===== src/rtl/gt_pkg.sv =====
package gt_pkg;

  // word indices (byte address bits 4:2)
  localparam logic [2:0] W_CNT_LO = 3'd0;
  localparam logic [2:0] W_CNT_HI = 3'd1;
  localparam logic [2:0] W_CTRL   = 3'd2;
  localparam logic [2:0] W_STAT   = 3'd3;
  localparam logic [2:0] W_CMP_LO = 3'd4;
  localparam logic [2:0] W_CMP_HI = 3'd5;
  localparam logic [2:0] W_INC    = 3'd6;

  // control bit positions
  localparam int B_RUN     = 0;
  localparam int B_CMP_EN  = 1;
  localparam int B_IRQ_EN  = 2;
  localparam int B_AUTO    = 3;
  localparam int B_PRE_LSB = 8;

  typedef struct packed {
    logic auto_inc;
    logic irq_en;
    logic cmp_en;
  } bank_ctl_t;

endpackage


===== src/rtl/gt_counter.sv =====
module gt_counter #(
  parameter int CNT_W = 64,
  parameter int PRE_W = 8
) (
  input  logic             clk,
  input  logic             rst_n,
  input  logic             run_i,
  input  logic [PRE_W-1:0] presc_i,
  input  logic             ld_lo_i,
  input  logic             ld_hi_i,
  input  logic [31:0]      wdata_i,
  output logic [CNT_W-1:0] count_o
);
  localparam int HI_W = CNT_W - 32;

  logic [CNT_W-1:0] count_q;
  logic [PRE_W-1:0] phase_q;
  logic             step;

  assign step    = run_i && (phase_q == presc_i);
  assign count_o = count_q;

  always_ff @(posedge clk) begin
    if (!rst_n) begin
      phase_q <= '0;
    end else if (!run_i || step) begin
      phase_q <= '0;
    end else begin
      phase_q <= phase_q + 1'b1;
    end
  end

  always_ff @(posedge clk) begin
    if (!rst_n) begin
      count_q <= '0;
    end else if (run_i) begin
      if (step) count_q <= count_q + 1'b1;
    end else if (ld_lo_i) begin
      count_q[31:0] <= wdata_i;
    end else if (ld_hi_i) begin
      count_q[CNT_W-1:32] <= wdata_i[HI_W-1:0];
    end
  end

  AST_HOLD_WHEN_OFF: assert property (@(posedge clk) disable iff (!rst_n)
    (!run_i && !ld_lo_i && !ld_hi_i) |=> count_q == $past(count_q));

  AST_STEP_AT_MOST_ONE: assert property (@(posedge clk) disable iff (!rst_n)
    run_i |=> (count_q == $past(count_q) || count_q == $past(count_q) + 1'b1));

endmodule


===== src/rtl/gt_bank.sv =====
module gt_bank
  import gt_pkg::*;
#(
  parameter int CNT_W = 64
) (
  input  logic             clk,
  input  logic             rst_n,
  input  logic [CNT_W-1:0] count_i,
  input  bank_ctl_t        ctl_i,
  input  logic             wr_cmp_lo_i,
  input  logic             wr_cmp_hi_i,
  input  logic             wr_inc_i,
  input  logic             clr_i,
  input  logic [31:0]      wdata_i,
  output logic [CNT_W-1:0] cmp_o,
  output logic [31:0]      inc_o,
  output logic             flag_o,
  output logic             irq_o
);
  localparam int HI_W = CNT_W - 32;

  logic [CNT_W-1:0] cmp_q;
  logic [31:0]      inc_q;
  logic             flag_q;
  logic             hit;
  logic [CNT_W-1:0] inc_ext;

  assign hit     = ctl_i.cmp_en && (count_i >= cmp_q);
  assign inc_ext = {{HI_W{1'b0}}, inc_q};

  always_ff @(posedge clk) begin
    if (!rst_n) begin
      cmp_q <= '0;
    end else if (wr_cmp_lo_i) begin
      cmp_q[31:0] <= wdata_i;
    end else if (wr_cmp_hi_i) begin
      cmp_q[CNT_W-1:32] <= wdata_i[HI_W-1:0];
    end else if (hit && ctl_i.auto_inc) begin
      cmp_q <= cmp_q + inc_ext;
    end
  end

  always_ff @(posedge clk) begin
    if (!rst_n)        inc_q <= '0;
    else if (wr_inc_i) inc_q <= wdata_i;
  end

  always_ff @(posedge clk) begin
    if (!rst_n)     flag_q <= 1'b0;
    else if (hit)   flag_q <= 1'b1;
    else if (clr_i) flag_q <= 1'b0;
  end

  assign cmp_o  = cmp_q;
  assign inc_o  = inc_q;
  assign flag_o = flag_q;
  assign irq_o  = flag_q & ctl_i.irq_en;

  AST_HIT_RAISES_FLAG: assert property (@(posedge clk) disable iff (!rst_n)
    hit |=> flag_q);

  AST_FLAG_STICKY: assert property (@(posedge clk) disable iff (!rst_n)
    (flag_q && !clr_i) |=> flag_q);

  AST_AUTO_ADVANCE: assert property (@(posedge clk) disable iff (!rst_n)
    (hit && ctl_i.auto_inc && !wr_cmp_lo_i && !wr_cmp_hi_i)
      |=> cmp_q == $past(cmp_q) + $past(inc_ext));

endmodule


===== src/rtl/gtimer_cluster.sv =====
module gtimer_cluster
  import gt_pkg::*;
#(
  parameter int NUM_CORES = 4,
  parameter int PRE_W     = 8,
  parameter int CNT_W     = 64,
  localparam int ID_W     = (NUM_CORES > 1) ? $clog2(NUM_CORES) : 1
) (
  input  logic                 clk,
  input  logic                 rst_n,
  input  logic                 req_valid,
  input  logic                 req_write,
  input  logic [4:0]           req_addr,
  input  logic [31:0]          req_wdata,
  input  logic [ID_W-1:0]      req_cpu,
  output logic                 rsp_valid,
  output logic [31:0]          rsp_data,
  output logic [NUM_CORES-1:0] irq_o
);
  localparam int HI_W = CNT_W - 32;

  logic             run_q;
  logic [PRE_W-1:0] presc_q;
  bank_ctl_t        bctl_q [NUM_CORES];
  logic [HI_W-1:0]  snap_q [NUM_CORES];

  logic [CNT_W-1:0] count;
  logic [CNT_W-1:0] cmp_w  [NUM_CORES];
  logic [31:0]      inc_w  [NUM_CORES];
  logic [NUM_CORES-1:0] flag_w;

  logic       cpu_ok, wr, rd;
  logic [2:0] widx;
  logic [31:0] rdata;

  assign widx   = req_addr[4:2];
  assign cpu_ok = (int'(req_cpu) < NUM_CORES);
  assign wr     = req_valid && req_write && cpu_ok;
  assign rd     = req_valid && !req_write;

  // global control
  always_ff @(posedge clk) begin
    if (!rst_n) begin
      run_q   <= 1'b0;
      presc_q <= '0;
    end else if (wr && widx == W_CTRL) begin
      run_q   <= req_wdata[B_RUN];
      presc_q <= req_wdata[B_PRE_LSB +: PRE_W];
    end
  end

  gt_counter #(.CNT_W(CNT_W), .PRE_W(PRE_W)) u_cnt (
    .clk     (clk),
    .rst_n   (rst_n),
    .run_i   (run_q),
    .presc_i (presc_q),
    .ld_lo_i (wr && widx == W_CNT_LO),
    .ld_hi_i (wr && widx == W_CNT_HI),
    .wdata_i (req_wdata),
    .count_o (count)
  );

  for (genvar c = 0; c < NUM_CORES; c++) begin : g_core
    logic mine;
    assign mine = wr && (int'(req_cpu) == c);

    always_ff @(posedge clk) begin
      if (!rst_n) begin
        bctl_q[c] <= '0;
      end else if (mine && widx == W_CTRL) begin
        bctl_q[c].cmp_en   <= req_wdata[B_CMP_EN];
        bctl_q[c].irq_en   <= req_wdata[B_IRQ_EN];
        bctl_q[c].auto_inc <= req_wdata[B_AUTO];
      end
    end

    always_ff @(posedge clk) begin
      if (!rst_n)
        snap_q[c] <= '0;
      else if (rd && cpu_ok && int'(req_cpu) == c && widx == W_CNT_LO)
        snap_q[c] <= count[CNT_W-1:32];
    end

    gt_bank #(.CNT_W(CNT_W)) u_bank (
      .clk         (clk),
      .rst_n       (rst_n),
      .count_i     (count),
      .ctl_i       (bctl_q[c]),
      .wr_cmp_lo_i (mine && widx == W_CMP_LO),
      .wr_cmp_hi_i (mine && widx == W_CMP_HI),
      .wr_inc_i    (mine && widx == W_INC),
      .clr_i       (mine && widx == W_STAT && req_wdata[0]),
      .wdata_i     (req_wdata),
      .cmp_o       (cmp_w[c]),
      .inc_o       (inc_w[c]),
      .flag_o      (flag_w[c]),
      .irq_o       (irq_o[c])
    );
  end

  always_comb begin
    rdata = '0;
    if (cpu_ok) begin
      unique case (widx)
        W_CNT_LO: rdata = count[31:0];
        W_CNT_HI: rdata[HI_W-1:0] = snap_q[req_cpu];
        W_CTRL: begin
          rdata[B_RUN]              = run_q;
          rdata[B_CMP_EN]           = bctl_q[req_cpu].cmp_en;
          rdata[B_IRQ_EN]           = bctl_q[req_cpu].irq_en;
          rdata[B_AUTO]             = bctl_q[req_cpu].auto_inc;
          rdata[B_PRE_LSB +: PRE_W] = presc_q;
        end
        W_STAT:   rdata[0] = flag_w[req_cpu];
        W_CMP_LO: rdata = cmp_w[req_cpu][31:0];
        W_CMP_HI: rdata[HI_W-1:0] = cmp_w[req_cpu][CNT_W-1:32];
        W_INC:    rdata = inc_w[req_cpu];
        default:  rdata = '0;
      endcase
    end
  end

  always_ff @(posedge clk) begin
    if (!rst_n) begin
      rsp_valid <= 1'b0;
      rsp_data  <= '0;
    end else begin
      rsp_valid <= rd;
      if (rd) rsp_data <= rdata;
    end
  end

  AST_READ_ANSWERED: assert property (@(posedge clk) disable iff (!rst_n)
    (req_valid && !req_write) |=> rsp_valid);

  AST_NO_SPURIOUS_RSP: assert property (@(posedge clk) disable iff (!rst_n)
    !(req_valid && !req_write) |=> !rsp_valid);

  AST_RUN_FROM_CTRL: assert property (@(posedge clk) disable iff (!rst_n)
    !(req_valid && req_write && widx == W_CTRL) |=> $stable(run_q));

endmodule


===== config.mk =====
export PLATFORM = sky130hd
export DESIGN_NAME = gtimer_cluster
export DESIGN_NICKNAME = d
export VERILOG_FILES = /design/src/rtl/gt_pkg.sv /design/src/rtl/gt_counter.sv /design/src/rtl/gt_bank.sv /design/src/rtl/gtimer_cluster.sv
export SDC_FILE = /design/constraint.sdc
export NUM_CORES = 2
export LEC_CHECK = 0
export BUFFER_PORTS_ARGS = -buffer_cell sky130_fd_sc_hd__buf_2
export CORE_UTILIZATION = 47
export DETAILED_ROUTE_END_ITERATION = 8
export PLACE_DENSITY = 0.71
export SLEW_MARGIN = 20
export SYNTH_ARGS = -nofsm -noshare
export SYNTH_HDL_FRONTEND = slang
export SYNTH_SLANG_ARGS = --single-unit

===== constraint.sdc =====
create_clock -name clk -period 8 [get_ports clk]
set_input_delay 1.2 -clock clk [delete_from_list [all_inputs] [get_ports clk]]
set_output_delay 1.2 -clock clk [all_outputs]
set_load 0.02 [all_outputs]

# Yosys cells after proc, flatten, opt, wreduce, memory -nomap -nowiden
# Memory sizes are Yosys's and may differ from the RTL's.
# Index checks and enable logic that the tools add are counted.
# totals
memories	2
reg_bits	502
input_bits	43
ramBits	140
# memory_table
name	words	word_bits	read_ports	rd_clocked_by_memory_dff	write_ports	line_no	source
snap_q	4	32	1	0	4	gtimer_cluster.sv:25	logic [HI_W-1:0] snap_q [NUM_CORES];
bctl_q	4	3	5	0	4	gtimer_cluster.sv:24	bank_ctl_t bctl_q [NUM_CORES];
# op_classes
bitwise	26
n_mux	83
n_lt_le_gt_ge	6
n_reduce_logical	80
add_sub_neg	6
eq_ne	16
# op_table
cell	count
$mux 32	21
$mux 64	8
$add 64x32->64	4
$ge 64x64->1	4
$bmux 64 s2	1
$pmux 16 s5	1
$add 64x1->64 const B	1
$bmux 32 s2	1
$logic_and 1x1->1	50
$pmux 8 s6	1
$mux 1	46
$reduce_bool 2->1	14
$pmux 4 s5	1
$pmux 3 s6	1
$reduce_and 2->1	9
$or 1x1->1	16
$ne 2x1->1 const B	5
$eq 3x3->1 const B	3
$add 8x1->8 const B	1
$eq 8x8->1	1
$pmux 1 s7	1
$eq 3x2->1 const B	2
$not 1->1	5
$and 1x1->1	4
14 further kinds	16

# Depth between registers and ports, before layout
# logic_depth
word_depth	8
mapped_depth	14
depth_no_buf	12

# By module
# Synthesis repeated with hierarchy kept, for this count alone.
# hier_totals
hier_cells	5776
area_unflattened_um2	48758.0
# by_module_without_submodules
mod	area_each_um2	instances	cells_each	seq_area_each_um2
gt_bank (g_core[0].u_bank ...)	8021.4	3	1035	1941.9
gtimer_cluster	11481.0	1	930	5044.8
gt_bank (g_core[1].u_bank)	8011.4	1	1046	1941.9
gt_counter	5201.2	1	695	1441.4

# Worst setup path before layout
# No wires, ideal clock.
# synth_timing
path_type	input to register
from	input port req_cpu[0]
to	memory snap_q[0][0] (netlist bit) (enable)
arrival_time_ps	4695
stages	6
path_slack_ps	2835
path_cell_list	buf_2 -> buf_2 -> buf_2 -> buf_2 -> clkbuf_1 -> o31ai_1
# synth_rtl
item	line_no	source
start: declaration	gtimer_cluster.sv:15	input logic [ID_W-1:0] req_cpu,
end: declaration	gtimer_cluster.sv:25	

# Final worst setup path
# layout_timing
from	register u_cnt.count_q[30] (netlist: u_cnt.count_o[30])
to	register g_core[1].u_bank.cmp_q[41]
# layout_between
elab_chain_cells	5
# layout_lines
item	line_no	source
start: declaration	gt_counter.sv:16	logic [CNT_W-1:0] count_q;
start signal: assignment	gt_counter.sv:37	if (step) count_q <= count_q + 1'b1;
start signal: assignment	gt_counter.sv:39	count_q[31:0] <= wdata_i;
start signal: indexed assignment	gt_counter.sv:41	count_q[CNT_W-1:32] <= wdata_i[HI_W-1:0];
$ge 64x64->1	gt_bank.sv:28	assign hit = ctl_i.cmp_en && (count_i >= cmp_q);
$logic_and 1x1->1	gt_bank.sv:28	
$logic_and 1x1->1	gt_bank.sv:38	end else if (hit && ctl_i.auto_inc) begin
$reduce_bool 2->1 (no line)	n/a	
$reduce_and 2->1 (no line)	n/a	
end signal: indexed assignment	gt_bank.sv:37	cmp_q[CNT_W-1:32] <= wdata_i[HI_W-1:0];
end signal: assignment	gt_bank.sv:39	cmp_q <= cmp_q + inc_ext;
end: declaration	gt_bank.sv:22	logic [CNT_W-1:0] cmp_q;
# Every way passes these cells.
# A chain may end at the register's enable or synchronous reset.

==> results.sh <==
export IMPL_ys_top_cells_by_count="nand2_1, a21oi_1, dfxtp_1"
export IMPL_path_cells="ha_1, nand4_1, nor4_1, o2111ai_1, a31oi_1, o31a_1, o211a_1, nand3_2, or4_1, a31oi_1"
export IMPL_grt_pass1_vias=42200
export IMPL_vias=47100
export IMPL_rsz0062_at_grt="false"
export IMPL_endpoint_kind="flop"
export IMPL_yosysUniqueCellTypes=107
export IMPL_drtIter0Drc=7696
export IMPL_place_inst=6737
export IMPL_async_reset_ff_share_pct=0
export IMPL_path_clk_slew_ns=0.06
export IMPL_yosysTopAreaCellShare_pct=21.5
export IMPL_core_um2=98600
export IMPL_start_util_pct=47.5
export IMPL_cts_made_buffers=78
export IMPL_ys_warn_count=0
export IMPL_drc=0
export IMPL_synth_area_top_cells="dfxtp_1, ha_1, edfxtp_1"
export IMPL_fin_total_pwr_mw=8.48
export IMPL_pin_count=80
export IMPL_clock_sinks=642
export IMPL_cts_buffer_depth=3
export IMPL_synth_top_cell_by_area="dfxtp_1"
export IMPL_die_x_um=318
export IMPL_cap_viol_max_count=0
export IMPL_critical_path_arrival_ns=5.85
export IMPL_relSlewSlack_pct=18.9
export IMPL_syn_instance_count=5663
export IMPL_stdcell_count=6879
export IMPL_finalMaxSlewViolations=0
export IMPL_slowest_stage="dfxtp_1"
export IMPL_final_nets=5963
export IMPL_ys_ff_latch=642
export IMPL_die_area_um2=101000
export IMPL_critical_path_buf_inv_count=0
export IMPL_syn_area_per_cell_um2=8.27
export IMPL_hold_viol_final=0
export IMPL_fin_crit_sh_pct=65.7
export IMPL_post_cts_buffers=0
export IMPL_grt_pass1_wl_um=293000
export IMPL_fin_util_pct=51.6
export IMPL_worstSetupPathType="flop to flop"
export IMPL_grt_util_all_layers_pct=39.3
export IMPL_synth_edff_count=140
export IMPL_reg2reg_slack_ns=2.74
export IMPL_fillers=9219
export IMPL_post_dp_hpwl_um=150000
export IMPL_syn2layout_area_growth_pct=8.51
export IMPL_yosysSeqAreaShare_pct=30.4
export IMPL_irDropWorstVdd_mv=0.157
export IMPL_antenna_found_initial=5
export IMPL_critPathLaunchType="flop"
export IMPL_fin_crit_ns=5.26
export IMPL_tightest_slew_ns=1.20
export IMPL_htreeDepth=3
export IMPL_gp_congestion=1.08
export IMPL_grt_max_degree=148
export IMPL_syn_nets=6096
export IMPL_yosysMostFrequentCell="nand2_1"
export IMPL_cpPeakStageDelay_ns=0.83
export IMPL_cts_tree="built"
export IMPL_overflow=0
export IMPL_finalSetupViolCount=0
export IMPL_clk_latency_ns=0.69
export IMPL_drive_gt1_share_pct=9.55
export IMPL_cp_common_cell="a31oi_1"
export IMPL_status="complete, no violations"
export IMPL_synth_area_um2=46800
export IMPL_finalSetupTns_ns=0
export IMPL_fmax_ghz=0.190
export IMPL_p_per_area_nw_per_um2=167
export IMPL_synth_ff_type="dfxtp_1"
export IMPL_row_count=115
export IMPL_cpLargestDelayFamily="simple AND/OR/NAND/NOR gates"
export IMPL_viasPerCell=6.84
export IMPL_antenna_left=0
export IMPL_routedWlPerCell_um=29.9
export IMPL_cts_root_buf="clkbuf_16"
export IMPL_path_max_fanout=12
export IMPL_crit_required_ns=8.59
export IMPL_p_leak_nw=18.8
export IMPL_routed_wl_um=206000
export IMPL_clock_skew_ns=0.0322
export IMPL_fp_dieH_um=318
export IMPL_cts_hold_buf=0
export IMPL_firstDrtPassIters=8
export IMPL_port_buffers=77
export IMPL_min_path_type="flop to flop"
export IMPL_post_cts_resized=0
[sequential cells by signal, indices dropped and copies added, names as in the netlist]
register	cells
snap_q	128
g_core.u_bank.cmp_o	256
presc_q	8
g_core.u_bank.inc_o	128
rsp_valid	1
u_cnt.phase_q	8
g_core.u_bank.flag_o	4
rsp_data	32
run_q	1
u_cnt.count_o	64
bctl_q	12
[cell families after synthesis]
family	after synthesis	share of synthesized area, %
simple gates	1865	19.0
compound gates	1710	23.1
buf+inv	683	5.69
flops	642	30.4
fa+ha+maj	390	10.5
mux	249	8.96
xor+xnor	124	2.32
[final cells by class]
cell class	count	area, µm²	area share [%]
Multi-Input combinational cell	4338	30100	59.3
Sequential cell	642	14300	28.0
Clock buffer	107	2210	4.34
Tap cell	1287	1610	3.17
Inverter	315	1190	2.34
Timing Repair Buffer	155	1020	2.01
Clock inverter	34	415	0.817
Antenna cell	1	2.50	0.00492
[worst min-delay path, stage by stage (launching register included)]
cell,delay (ns)
dfxtp_1,0.32
nand2_1,0.06
a21oi_1,0.05
[layer usage]
layer | track usage, % | part of all wire [%] | up-vias
li1 | - | - | 20700
met1 | 53.0 | 38 | 22400
met2 | 54.7 | 40 | 3346
met3 | 11.0 | 15 | 586
met4 | 25.0 | 7.3 | 4
met5 | 0 | 0.014 | -
[cells in the final DEF (no fill, tap or decap), types with 103 or more instances in the layout]
cell type,synthesis,final
a21oi_1,596,594
a22oi_1,105,105
a31oi_1,103,103
and2_1,156,156
dfxtp_1,502,501
edfxtp_1,140,140
ha_1,386,386
inv_1,315,314
mux4_2,133,133
nand2_1,713,710
nand3_1,149,149
nand4_1,112,112
nor2_1,338,324
nor3_1,109,108
o21ai_0,349,342
[through the flow]
| step | instance area, µm² | worst slack, ns | hold slack [ns] |
|---|---|---|---|
| 2_1_floorplan | 46800 | 2.83 | 0.450 |
| 3_3_place_gp | 48200 | 2.67 | 0.459 |
| 3_5_place_dp | 48200 | 2.70 | 0.468 |
| 4_1_cts | 50800 | 2.98 | 0.476 |
| 5_1_grt | 50800 | 2.79 | 0.496 |
| 6_report | 50800 | 2.74 | 0.476 |
[final timing paths]
| kind | from | to | cells after the start |
|---|---|---|---|
| setup reg to reg | u_cnt.count_o[30] | g_core[1].u_bank.cmp_o[41] | 10 |
| hold reg to reg | g_core[1].u_bank.inc_o[29] | g_core[1].u_bank.inc_o[29] | 2 |
| setup / recovery | u_cnt.count_o[30] | g_core[1].u_bank.cmp_o[41] | 10 |
| hold / removal | g_core[1].u_bank.inc_o[29] | g_core[1].u_bank.inc_o[29] | 2 |
[where the power goes]
group / internal, mW / switching (mW) / total, mW
logic: 0.353 / 0.884 / 1.24
registers: 3.38 / 0.111 / 3.49
clock network: 2.14 / 1.60 / 3.75
total: 5.88 / 2.60 / 8.48
No activity file was read; power rests on OpenSTA's default activity.
